<file path="config.mk">
export PLATFORM = sky130hd
export DESIGN_NAME = chop_pwm_ctrl
export DESIGN_NICKNAME = d
export VERILOG_FILES = /design/src/rtl/chop_pwm_ctrl.sv
export SDC_FILE = /design/constraint.sdc
export NUM_CORES = 1
export LEC_CHECK = 0
export ABC_CLOCK_PERIOD_IN_PS = 2500
export BUFFER_PORTS_ARGS = -buffer_cell sky130_fd_sc_hd__buf_4
export CORE_ASPECT_RATIO = 0.9
export CORE_UTILIZATION = 50
export DETAILED_ROUTE_END_ITERATION = 10
export PLACE_DENSITY = 0.71
export SLEW_MARGIN = 25
export SYNTH_ARGS = -nofsm -noshare
export SYNTH_HDL_FRONTEND = slang
export SYNTH_SLANG_ARGS = --single-unit
export TNS_END_PERCENT = 20
</file>
<file path="constraint.sdc">
create_clock -name clk -period 2.5 [get_ports clk]
set_input_delay 0 -clock clk [delete_from_list [all_inputs] [get_ports clk]]
set_output_delay 0 -clock clk [all_outputs]
set_load 0.005 [all_outputs]
</file>
<file path="src/rtl/chop_pwm_ctrl.sv">
module chop_pwm_ctrl #(
  parameter int CLK_HZ   = 100_000_000,
  parameter int PWM_HZ   = 50_000,
  parameter int BLANK_NS = 3750
) (
  input  logic       clk,
  input  logic       rst_n,
  input  logic       en,
  input  logic       phase,
  input  logic [4:0] cur_code,
  input  logic [1:0] decay_sel,
  input  logic       trip,
  input  logic       near_zero,
  output logic [6:0] pct,
  output logic       hs1,
  output logic       ls1,
  output logic       hs2,
  output logic       ls2
);
  localparam int PER   = CLK_HZ / PWM_HZ;
  localparam int BLANK = (CLK_HZ / 1_000_000) * BLANK_NS / 1000;
  localparam int MIX   = (PER * 3) / 4;
  localparam int CW    = $clog2(PER);

  typedef enum logic [1:0] {M_DRIVE, M_FAST, M_SLOW, M_OFF} mode_t;

  logic [CW-1:0] cnt;
  mode_t         mode;
  logic          ph_q;
  logic [4:0]    code_q;
  logic [1:0]    dec_q;
  logic [3:0]    want, gate;

  wire last    = (cnt == CW'(PER - 1));
  wire blanked = (cnt < CW'(BLANK));
  wire past75  = (cnt >= CW'(MIX - 1));
  wire mixed   = (dec_q == 2'b01);
  wire fast    = (dec_q == 2'b10);

  always_ff @(posedge clk or negedge rst_n) begin
    if (!rst_n) begin
      cnt    <= CW'(PER - 1);
      mode   <= M_OFF;
      ph_q   <= 1'b0;
      code_q <= '0;
      dec_q  <= '0;
    end else if (last) begin
      cnt    <= '0;
      mode   <= M_DRIVE;
      ph_q   <= phase;
      code_q <= cur_code;
      dec_q  <= decay_sel;
    end else begin
      cnt <= cnt + 1'b1;
      unique case (mode)
        M_DRIVE: if (!blanked && trip) mode <= (mixed || fast) ? M_FAST : M_SLOW;
        M_FAST:  if (mixed && past75) mode <= M_SLOW;
                 else if (near_zero) mode <= M_OFF;
        M_OFF:   if (mixed && past75) mode <= M_SLOW;
        default: ;
      endcase
    end
  end

  always_comb begin
    unique case (mode)
      M_DRIVE: want = ph_q ? 4'b1001 : 4'b0110;
      M_FAST:  want = ph_q ? 4'b0110 : 4'b1001;
      M_SLOW:  want = 4'b0101;
      default: want = 4'b0000;
    endcase
    if (!en) want = 4'b0000;
  end

  function automatic logic [1:0] leg_next(input logic [1:0] cur, input logic [1:0] tgt);
    return (cur != 2'b00 && cur != tgt) ? 2'b00 : tgt;
  endfunction

  always_ff @(posedge clk or negedge rst_n) begin
    if (!rst_n) gate <= '0;
    else        gate <= {leg_next(gate[3:2], want[3:2]), leg_next(gate[1:0], want[1:0])};
  end

  assign {hs1, ls1, hs2, ls2} = gate;

  always_comb begin
    unique case (code_q)
      5'd0:  pct = 7'd0;   5'd1:  pct = 7'd5;   5'd2:  pct = 7'd10;  5'd3:  pct = 7'd15;
      5'd4:  pct = 7'd20;  5'd5:  pct = 7'd24;  5'd6:  pct = 7'd29;  5'd7:  pct = 7'd34;
      5'd8:  pct = 7'd38;  5'd9:  pct = 7'd43;  5'd10: pct = 7'd47;  5'd11: pct = 7'd51;
      5'd12: pct = 7'd56;  5'd13: pct = 7'd60;  5'd14: pct = 7'd63;  5'd15: pct = 7'd67;
      5'd16: pct = 7'd71;  5'd17: pct = 7'd74;  5'd18: pct = 7'd77;  5'd19: pct = 7'd80;
      5'd20: pct = 7'd83;  5'd21: pct = 7'd86;  5'd22: pct = 7'd88;  5'd23: pct = 7'd90;
      5'd24: pct = 7'd92;  5'd25: pct = 7'd94;  5'd26: pct = 7'd96;  5'd27: pct = 7'd97;
      5'd28: pct = 7'd98;  5'd29: pct = 7'd99;  default: pct = 7'd100;
    endcase
  end

  AST_LEG1_EXCL: assert property (@(posedge clk) disable iff (!rst_n) !(hs1 && ls1));
  AST_LEG2_EXCL: assert property (@(posedge clk) disable iff (!rst_n) !(hs2 && ls2));
  AST_DEAD_HS1: assert property (@(posedge clk) disable iff (!rst_n) hs1 |=> !ls1);
  AST_DEAD_LS1: assert property (@(posedge clk) disable iff (!rst_n) ls1 |=> !hs1);
  AST_DEAD_HS2: assert property (@(posedge clk) disable iff (!rst_n) hs2 |=> !ls2);
  AST_DEAD_LS2: assert property (@(posedge clk) disable iff (!rst_n) ls2 |=> !hs2);
  AST_EN_OFF: assert property (@(posedge clk) disable iff (!rst_n) !en |=> !(hs1 || ls1 || hs2 || ls2));
  AST_BLANK_HOLD: assert property (@(posedge clk) disable iff (!rst_n) (mode == M_DRIVE && blanked) |=> mode == M_DRIVE);
  AST_DECAY_HOLD: assert property (@(posedge clk) disable iff (!rst_n) (mode != M_DRIVE && !last) |=> mode != M_DRIVE);
  AST_CAPTURE_EDGE: assert property (@(posedge clk) disable iff (!rst_n) !last |=> ($stable(code_q) && $stable(ph_q) && $stable(dec_q)));
  AST_PCT_RANGE: assert property (@(posedge clk) disable iff (!rst_n) pct <= 7'd100);
endmodule

</file>
==> metrics list, run 1 <==
* Result of the run: finished clean
- Global routing consumed, over all layers together, 21.2% of the routing resources.
- The largest total area in the synthesized netlist belongs to sky130_fd_sc_hd__dfrtp_1.
* Setup total negative slack: 0 ns
* Number of clock sinks seen by CTS: 25
- The floorplan step set the die width to 62.6 um.
* Warning count from the yosys run: 0
* Hold crit path type: in -> reg
* Congestion Overflow GR: 0
* R2r setup slk: a little over 0.6 ns
* Global-route met2 utilization: between 30 and 40%
- Setup violations remaining at the end of the flow were counted as 0.
* Post-synth ARST share: 100%
* Final ANT Viol Nets: 0
- IO Port Bufs: 23
- The final hold violation count came to 0.
- The worst register-to-register path begins at cnt[0].
* Area growth from synthesis to layout: 19.6%
* Critical path arrival: 2.27 ns
- The number of global-route vias before repair is 1325.
- Post-synth EDFFs: 0
- Sequential cells were found to cover 38.7% of the synthesized design area.
- Cell with the most instances after synthesis: sky130_fd_sc_hd__dfrtp_1
- Initial antenna violation count: 0
- Achievable clock frequency: 440 MHz
* Number of standard cells in the layout, taps in and fillers out: 233
- Final WL: about 3400 um
- Number of register bits inferred by synthesis: 25
- Final Power: 0.000626 W
* Power density over cell area: 317 nW/um2
- Syn Nets: 184
- Unrepaired setup endpoints after global routing: no
* List of most frequent post-synthesis cells: sky130_fd_sc_hd__dfrtp_1 (14), sky130_fd_sc_hd__nor2_1 (13), sky130_fd_sc_hd__dfstp_2 (11), sky130_fd_sc_hd__ha_1 (11), sky130_fd_sc_hd__o21ai_0 (11)
- After filler insertion, the fill cell instance count of the layout stands at 257.
* Number of design-rule violations left by the first detailed-router iteration: 67
- For the worst setup path, the data required time is 2.50 ns.
- In the routed design, unresolved DRC markers number 0.
* Dominant synthesized flop cell: sky130_fd_sc_hd__dfrtp_1
- Relative slew slack: roughly three fifths
- In the global route stage, met3 resource usage came out at 4.07%.
- In this run the core area contains 19 standard-cell rows.
* Per-cell via count in the routed design: 5.57
- Met1 layer usage reported by global route: 27.5%
- Measured on the finished design, the core utilization comes to 63.9%.
* Max cap viols: 0
* Area taken by flip-flops and latches: about 640 um2
* Antenna diode instance count: 0
- The tree is rooted in a sky130_fd_sc_hd__clkbuf_4.
- For the pin with the worst max-slew slack, the measured transition is 0.608 ns.
- The netlist uses 42 different library cells.
- Min Clock Period, post-route: 2.27 ns
- A synthesized cell averages around 10 um2.
- Peak per-stage delay on the critical path: 0.48 ns
- Clock tree from TritonCTS: done
- Effective utilization at floorplan: 53.4%
- Leakage power of the design: 0.826 nW
- Total CTS buffers: 3
- The max-slew violation total from the final report was 0.
- The core region is between 3000 and 4000 um2.
- In this run the post-CTS setup repair buffer count came out at 0.
- Post-synth top area share: roughly a fifth
- After detailed placement, the design holds a cell count of 218.
- The die covers 3540 um2.
- In this run the cell area of the synthesized design comes to 1650 um2.
- Maximum fanout along the worst path: 9
* Start point of the worst min-delay path: trip
- Largest cells by area after synthesis: sky130_fd_sc_hd__dfrtp_1 (21%), sky130_fd_sc_hd__dfstp_2 (18%), sky130_fd_sc_hd__ha_1 (8.3%)
- CTS built an H-tree with a depth of 1.
- At the later pin of the worst-skew pair, clock insertion delay measures 0.32 ns.
- The slowest stage of the critical path belongs to the cell sky130_fd_sc_hd__dfrtp_1.
- In the final layout, the multi-input gates occupy 933 um2.
- Layout Nets: 216
- 1st-pass router iterations: 4
* Num ports: 24
- STA classifies the critical path endpoint as an output pin.
- Pin count of the biggest net entering global routing: 26
- From bottom edge to top edge, the die measures 56.5 um.
* Share of cells above drive strength 1: 28.3%
- Clock-pin slew of the registers on the worst-case setup and hold paths: 0.13 ns
- The first global-routing pass estimated 6020 um of wire.
- Counting along the longest clock path gives a buffer depth of 2.
* Critical path class: reg -> out
- The detailed router placed 1297 vias in this run.
- The signal on the critical path passes through inv_1, ha_1, mux2_2, mux4_2, buf_4.
* Post-Synthesis Cells: 160
- On the final layout, the worst clock skew is roughly 0.0021 ns.
- Detailed placement ended at an HPWL of roughly 2400 um.
- The worst-case IR drop observed on VDD is 0.277 mV.
* GP Congestion: 0.852
- After detailed routing, the average wire length per cell comes to 14.4 um.
- Routing layer with the top usage in global route: met2
- Critical Path Start: code_q[1]
* Final worst-path cycle share: 90.9%
- Crit start category: register
[flip-flops by register name, summed over array words and instances, names as in the netlist]
signal  flops
mode        2
dec_q       2
gate        4
code_q      5
cnt        11
ph_q        1
[cells in the final DEF (no fill, tap or decap), types with 2 or more instances in the layout]
cell type / n
sky130_fd_sc_hd__buf_4: 25
sky130_fd_sc_hd__dfrtp_1: 14
sky130_fd_sc_hd__nor2_1: 13
sky130_fd_sc_hd__o21ai_0: 11
sky130_fd_sc_hd__ha_1: 11
sky130_fd_sc_hd__dfstp_2: 11
sky130_fd_sc_hd__dlygate4sd3_1: 11
sky130_fd_sc_hd__nand2_1: 10
sky130_fd_sc_hd__mux2_4: 8
sky130_fd_sc_hd__inv_1: 7
sky130_fd_sc_hd__xor2_1: 6
sky130_fd_sc_hd__nand3_1: 6
sky130_fd_sc_hd__nor3_1: 6
sky130_fd_sc_hd__xnor2_1: 6
sky130_fd_sc_hd__mux4_2: 3
sky130_fd_sc_hd__o211ai_1: 3
sky130_fd_sc_hd__clkbuf_4: 3
sky130_fd_sc_hd__nor2b_1: 2
sky130_fd_sc_hd__a21oi_1: 2
sky130_fd_sc_hd__o31ai_1: 2
sky130_fd_sc_hd__a211oi_1: 2
sky130_fd_sc_hd__nand2b_1: 2
sky130_fd_sc_hd__nor3b_1: 2
sky130_fd_sc_hd__nand4_1: 2
sky130_fd_sc_hd__nor3b_2: 2
sky130_fd_sc_hd__and3_1: 2
sky130_fd_sc_hd__nor4_1: 2
sky130_fd_sc_hd__a21o_1: 2
[layer usage]
layer,vias up,part of all wire [%]
li1,636,-
met1,638,47
met2,21,49
met3,2,2.9
met4,0,0.18
met5,-,0
[metrics by stage]
step                      area [um2]  setup WS, ns  hold slack [ns]
after detailed placement        1840         0.613          -0.0815
after floorplan                 1650         0.775           -0.296
after global placement          1840         0.673          -0.0908
after CTS                       1980         0.246          0.00660
final                           1980         0.227           0.0132
after global routing            1980         0.164           0.0487
[what timing repair did]
action	CTS	global route
hold buffers	11	0
endpoints found under the hold margin	38	0
gates resized for setup	0	0
[final timing paths]
check / to / cells after the start
worst max-delay path: pct[3] / 5
worst min-delay path: mode[0] / 4
worst max register to register: code_q[1] / 5
worst min register to register: gate[0] / 1
max in group asynchronous: cnt[10] / 2
min in group asynchronous: code_q[2] / 2
[power by group]
part / switching (W) / leakage, nW / internal (W)
clock: 0.000120 / 0.0150 / 0.0000625
combinational: 0.0000143 / 0.511 / 0.0000237
sequential: 0.000000000000000000204 / 0.300 / 0.000405
[critical path: cells and delay by family (launching register included)]
family,cells,cell delay [ns]
muxes,2,0.73
buffers and inverters,2,0.42
DFF,1,0.48
adders and majority gates,1,0.33
[cells by family after synthesis]
group / Yosys count / synth area share, %
simple gates: 53 / 17.2
compound gates: 30 / 12.0
flops: 25 / 38.7
buf+inv: 16 / 4.77
xor+xnor: 12 / 6.36
mux: 12 / 12.0
fa+ha+maj: 12 / 8.94
[cell type report]
type / instances / area share [%]
inverters: 7 / 1.33
clock buffers: 4 / 1.33
multi-input cells: 119 / 47.2
repair buffers: 36 / 15.1
well taps: 42 / 2.66
flip-flops and latches: 25 / 32.4
Power figures use the tool's default switching activity.
==> run 2, diff against run 1 <==
--- a/config.mk
+++ b/config.mk
@@ -8,6 +8,7 @@
 export ABC_CLOCK_PERIOD_IN_PS = 2500
 export BUFFER_PORTS_ARGS = -buffer_cell sky130_fd_sc_hd__buf_4
 export CORE_ASPECT_RATIO = 0.9
+export CORE_MARGIN = 4
 export CORE_UTILIZATION = 50
 export DETAILED_ROUTE_END_ITERATION = 10
 export PLACE_DENSITY = 0.71
==> run 2 against run 1 <==
  * Count of clock-buffer cells in the layout down 1
  * Core utilization down 0.086 points
  * Critical path type unchanged
  * Register-to-register slack worse by 0.02 ns
  * Hold slack better by 0.038 ns
  * Design area up 0.63%
  * Clock power up 28%
==> metrics list, run 2 (same netlist as run 1, synthesis figures left out) <==
- IO Port Bufs: 23 (unchanged)
* Global-route wire length before repair: 5580 um (was 6020 um)
- Leakage power of the design: 0.829 nW (was 0.826 nW)
- Per-cell via count in the routed design: 5.42 (was 5.57)
- Slack of the critical path: 0.287 ns (was 0.227 ns)
* Result of the run: finished clean (unchanged)
- Number of H-tree levels: 1 (unchanged)
- The starting utilization of the core area is 53.0% (was 53.4%).
- The post-detailed-route wirelength per cell was 13.7 um (was 14.4 um).
* Clock-pin slew of the registers on the worst-case setup and hold paths: 0.09 ns (was 0.13 ns)
- Total CTS buffers: 3 (unchanged)
* Largest registers: cnt (11), code_q (5), gate (4) (unchanged)
- Crit start category: register (unchanged)
- Congestion Overflow GR: 0 (unchanged)
- The post-placement setup slack is 0.594 ns (was 0.613 ns).
- The maximum fanout count along the critical path was 9 (unchanged).
* Total DRC errors in the routed layout: 0 (unchanged)
- Maximum clock path buffer count: 2 (unchanged)
- The number of antenna violations at the first check in global routing was 0 (unchanged).
* Peak per-stage delay on the critical path: 0.47 ns (was 0.48 ns)
* Layout Nets: 215 (was 216)
- The aggregate global-route resource usage is 16.3% (was 21.2%).
- Register name with the most flops: cnt (unchanged)
- The combined buffer and inverter count along the critical path is 2 (unchanged).
- The startpoint of the most critical register-to-register path was cnt[0] (unchanged).
* Share of cells above drive strength 1: 28.9% (was 28.3%)
- Vias in the first global route: 1261 (was 1325)
- Skew final: 0.00552 ns (was 0.00205 ns)
* Clock tree from TritonCTS: done (unchanged)
* Layout Cell Area excl Fill: 1990 um2 (was 1980 um2)
- Clock latency of the later-clocked register in the worst-skew pair: 0.27 ns (was 0.32 ns)
- The final hold violation count was 0 (unchanged).
- Final standard cell utilization of the core: 63.8% (was 63.9%)
- Max cap viols: 0 (unchanged)
- The vertical die dimension was 62.5 um (was 56.5 um).
* Min Clock Period, post-route: 2.21 ns (was 2.27 ns)
* DP Area: 1840 um2 (unchanged)
* Final ANT Viol Nets: 0 (unchanged)
- FILL cells: 247 (was 257)
* Setup violation total in the final timing report: 0 (unchanged)
- The setup slack of the most critical reg-to-reg path came to 0.59 ns (was 0.61 ns).
* Critical path class: reg -> out (unchanged)
* Achievable clock frequency: 452 MHz (was 440 MHz)
- The growth of design area from synthesis to finish was 20.4% (was 19.6%).
* GP Congestion: 0.802 (was 0.852)
- The clock tree root driver cell is sky130_fd_sc_hd__clkbuf_8 (was sky130_fd_sc_hd__clkbuf_4).
- The number of clock sinks seen by CTS came to 25 (unchanged).
- Relative slew slack: 59.3% (was 59.5%)
* CP required: 2.50 ns (about the same)
* Final WL: 3190 um (was 3360 um)
- The I/O pin total came to 24 (unchanged).
- Most common cell after layout, fill and taps aside: sky130_fd_sc_hd__buf_4 (unchanged)
- The antenna diode instance count came to 0 (unchanged).
- Hold crit path type: in -> reg (unchanged)
- The slew of the pin with the lowest slew margin is 0.610 ns (was 0.608 ns).
- Unrepaired setup endpoints after global routing: no (unchanged).
* Dominant delay contributor by cell family on the critical path: multiplexers (unchanged)
* Number of pins exceeding their max-slew limit in the final report: 0 (unchanged)
- Die span in x: 68.6 um (was 62.6 um)
* Critical path, cell by cell: inv_1, ha_1, mux2_2, mux4_2, buf_4 (unchanged)
- The flip-flop count of the largest register, all copies and words added was 11 (unchanged).
* Number of instances on the worst hold path: 3 (was 4)
* Area of the core: 3110 um2 (was 3090 um2)
- Slowest library cell on the worst path: sky130_fd_sc_hd__dfrtp_1 (unchanged)
- Start point of the worst min-delay path: near_zero (was trip)
* Setup total negative slack: 0 ns (unchanged)
* Worst reg-to-reg path cell count: 5 (unchanged)
- The total design power is 0.000676 W (was 0.000626 W).
* Vias after detailed routing: 1257 (was 1297)
- Kind of end point of the critical path: output pin (unchanged)
* Count of standard-cell rows: 19 (unchanged)
* Critical path arrival: 2.21 ns (was 2.27 ns)
* Commonest cells after routing, fill and taps aside: sky130_fd_sc_hd__buf_4 (25), sky130_fd_sc_hd__dfrtp_1 (14), sky130_fd_sc_hd__nor2_1 (13) (unchanged)
- The share of the cycle needed by the critical path after routing is 88.5% (was 90.9%).
- Power density over cell area: 340 nW/um2 (was 317 nW/um2)
- The highest ir drop seen on vdd is 0.390 mV (was 0.277 mV).
- The number of iterations in the first detailed-routing pass was 4 (unchanged).
* Endpoint of the most critical register-to-register path: ph_q (was code_q[1])
- Pin count of the biggest net entering global routing: 26 (unchanged)
- Capture endpoint of the worst hold path: mode[1] (was mode[0])
- The placed wire-length estimate came to 2360 um (was 2380 um).
- The post-cts gate resize count came to 0 (unchanged).
- Number of design-rule violations left by the first detailed-router iteration: 55 (was 67)
- Floorplan die area: 4290 um2 (was 3540 um2)
run 2: cell count changes in the layout (fill, tap and decap cells not counted):
cell and delta:
sky130_fd_sc_hd__dlygate4sd3_1 -1, sky130_fd_sc_hd__clkinvlp_4 +1, sky130_fd_sc_hd__clkbuf_8 +3, sky130_fd_sc_hd__clkbuf_1 -1, sky130_fd_sc_hd__clkbuf_4 -3
run 2: per-stage QoR:
stage	hold WS, ns	std cells
floorplan	-0.296	160
global placement	-0.0901	218
detailed placement	-0.0864	218
CTS	0.0456	232
global route	0.0415	232
finish	0.0507	232
run 2: layout make-up:
type	count	area [um2]	share of cell area, %
repair buffers	35	288	14.5
inverters	7	26.3	1.32
multi-input cells	119	933	46.9
well taps	42	52.6	2.64
clock buffers	3	41.3	2.08
clock inverters	1	7.51	0.378
flip-flops and latches	25	639	32.2
run 2: per-layer routing:
| layer | global-route usage [%] | wire [um] | vias up |
|---|---|---|---|
| met2 | 24.1 | 1430 | 27 |
| met3 | 4.32 | 140 | 2 |
| met1 | 24.6 | 1610 | 598 |
| li1 | - | - | 630 |
| met5 | 0 | 0 | - |
| met4 | 1.49 | 4 | 0 |
run 2: worst reg2reg max path, delay by kind of cell (launching register included):
kind / cells / cell delay, ns
adder cells (fa/ha/maj): 1 / 0.25
multiplexers: 1 / 0.32
buffers and inverters: 1 / 0.25
AND/OR/NAND/NOR: 2 / 0.43
flip-flops: 1 / 0.57
run 2: what timing repair did:
| action | CTS | global route |
|---|---|---|
| setup buffers | 0 | 0 |
| endpoints found under the hold margin | 35 | 0 |
| hold buffers | 10 | 0 |
run 2: worst max-delay path by stage:
stage | from | endpoint | slack, ns | cells after the start
finish | code_q[1] | pct[3] | 0.29 | 5
CTS | code_q[1] | pct[3] | 0.29 | 5
global placement | code_q[1] | pct[3] | 0.64 | 5
floorplan | cnt[0] | code_q[0] | 0.77 | 5
detailed placement | cnt[0] | dec_q[1] | 0.59 | 5
global route | code_q[1] | pct[3] | 0.18 | 5
run 2: report_power, final:
group	internal, W	switching, W
Combinational	0.0000227	0.0000131
Sequential	0.000405	0.000000000000000000204
Clock	0.000113	0.000122
Total	0.000540	0.000135
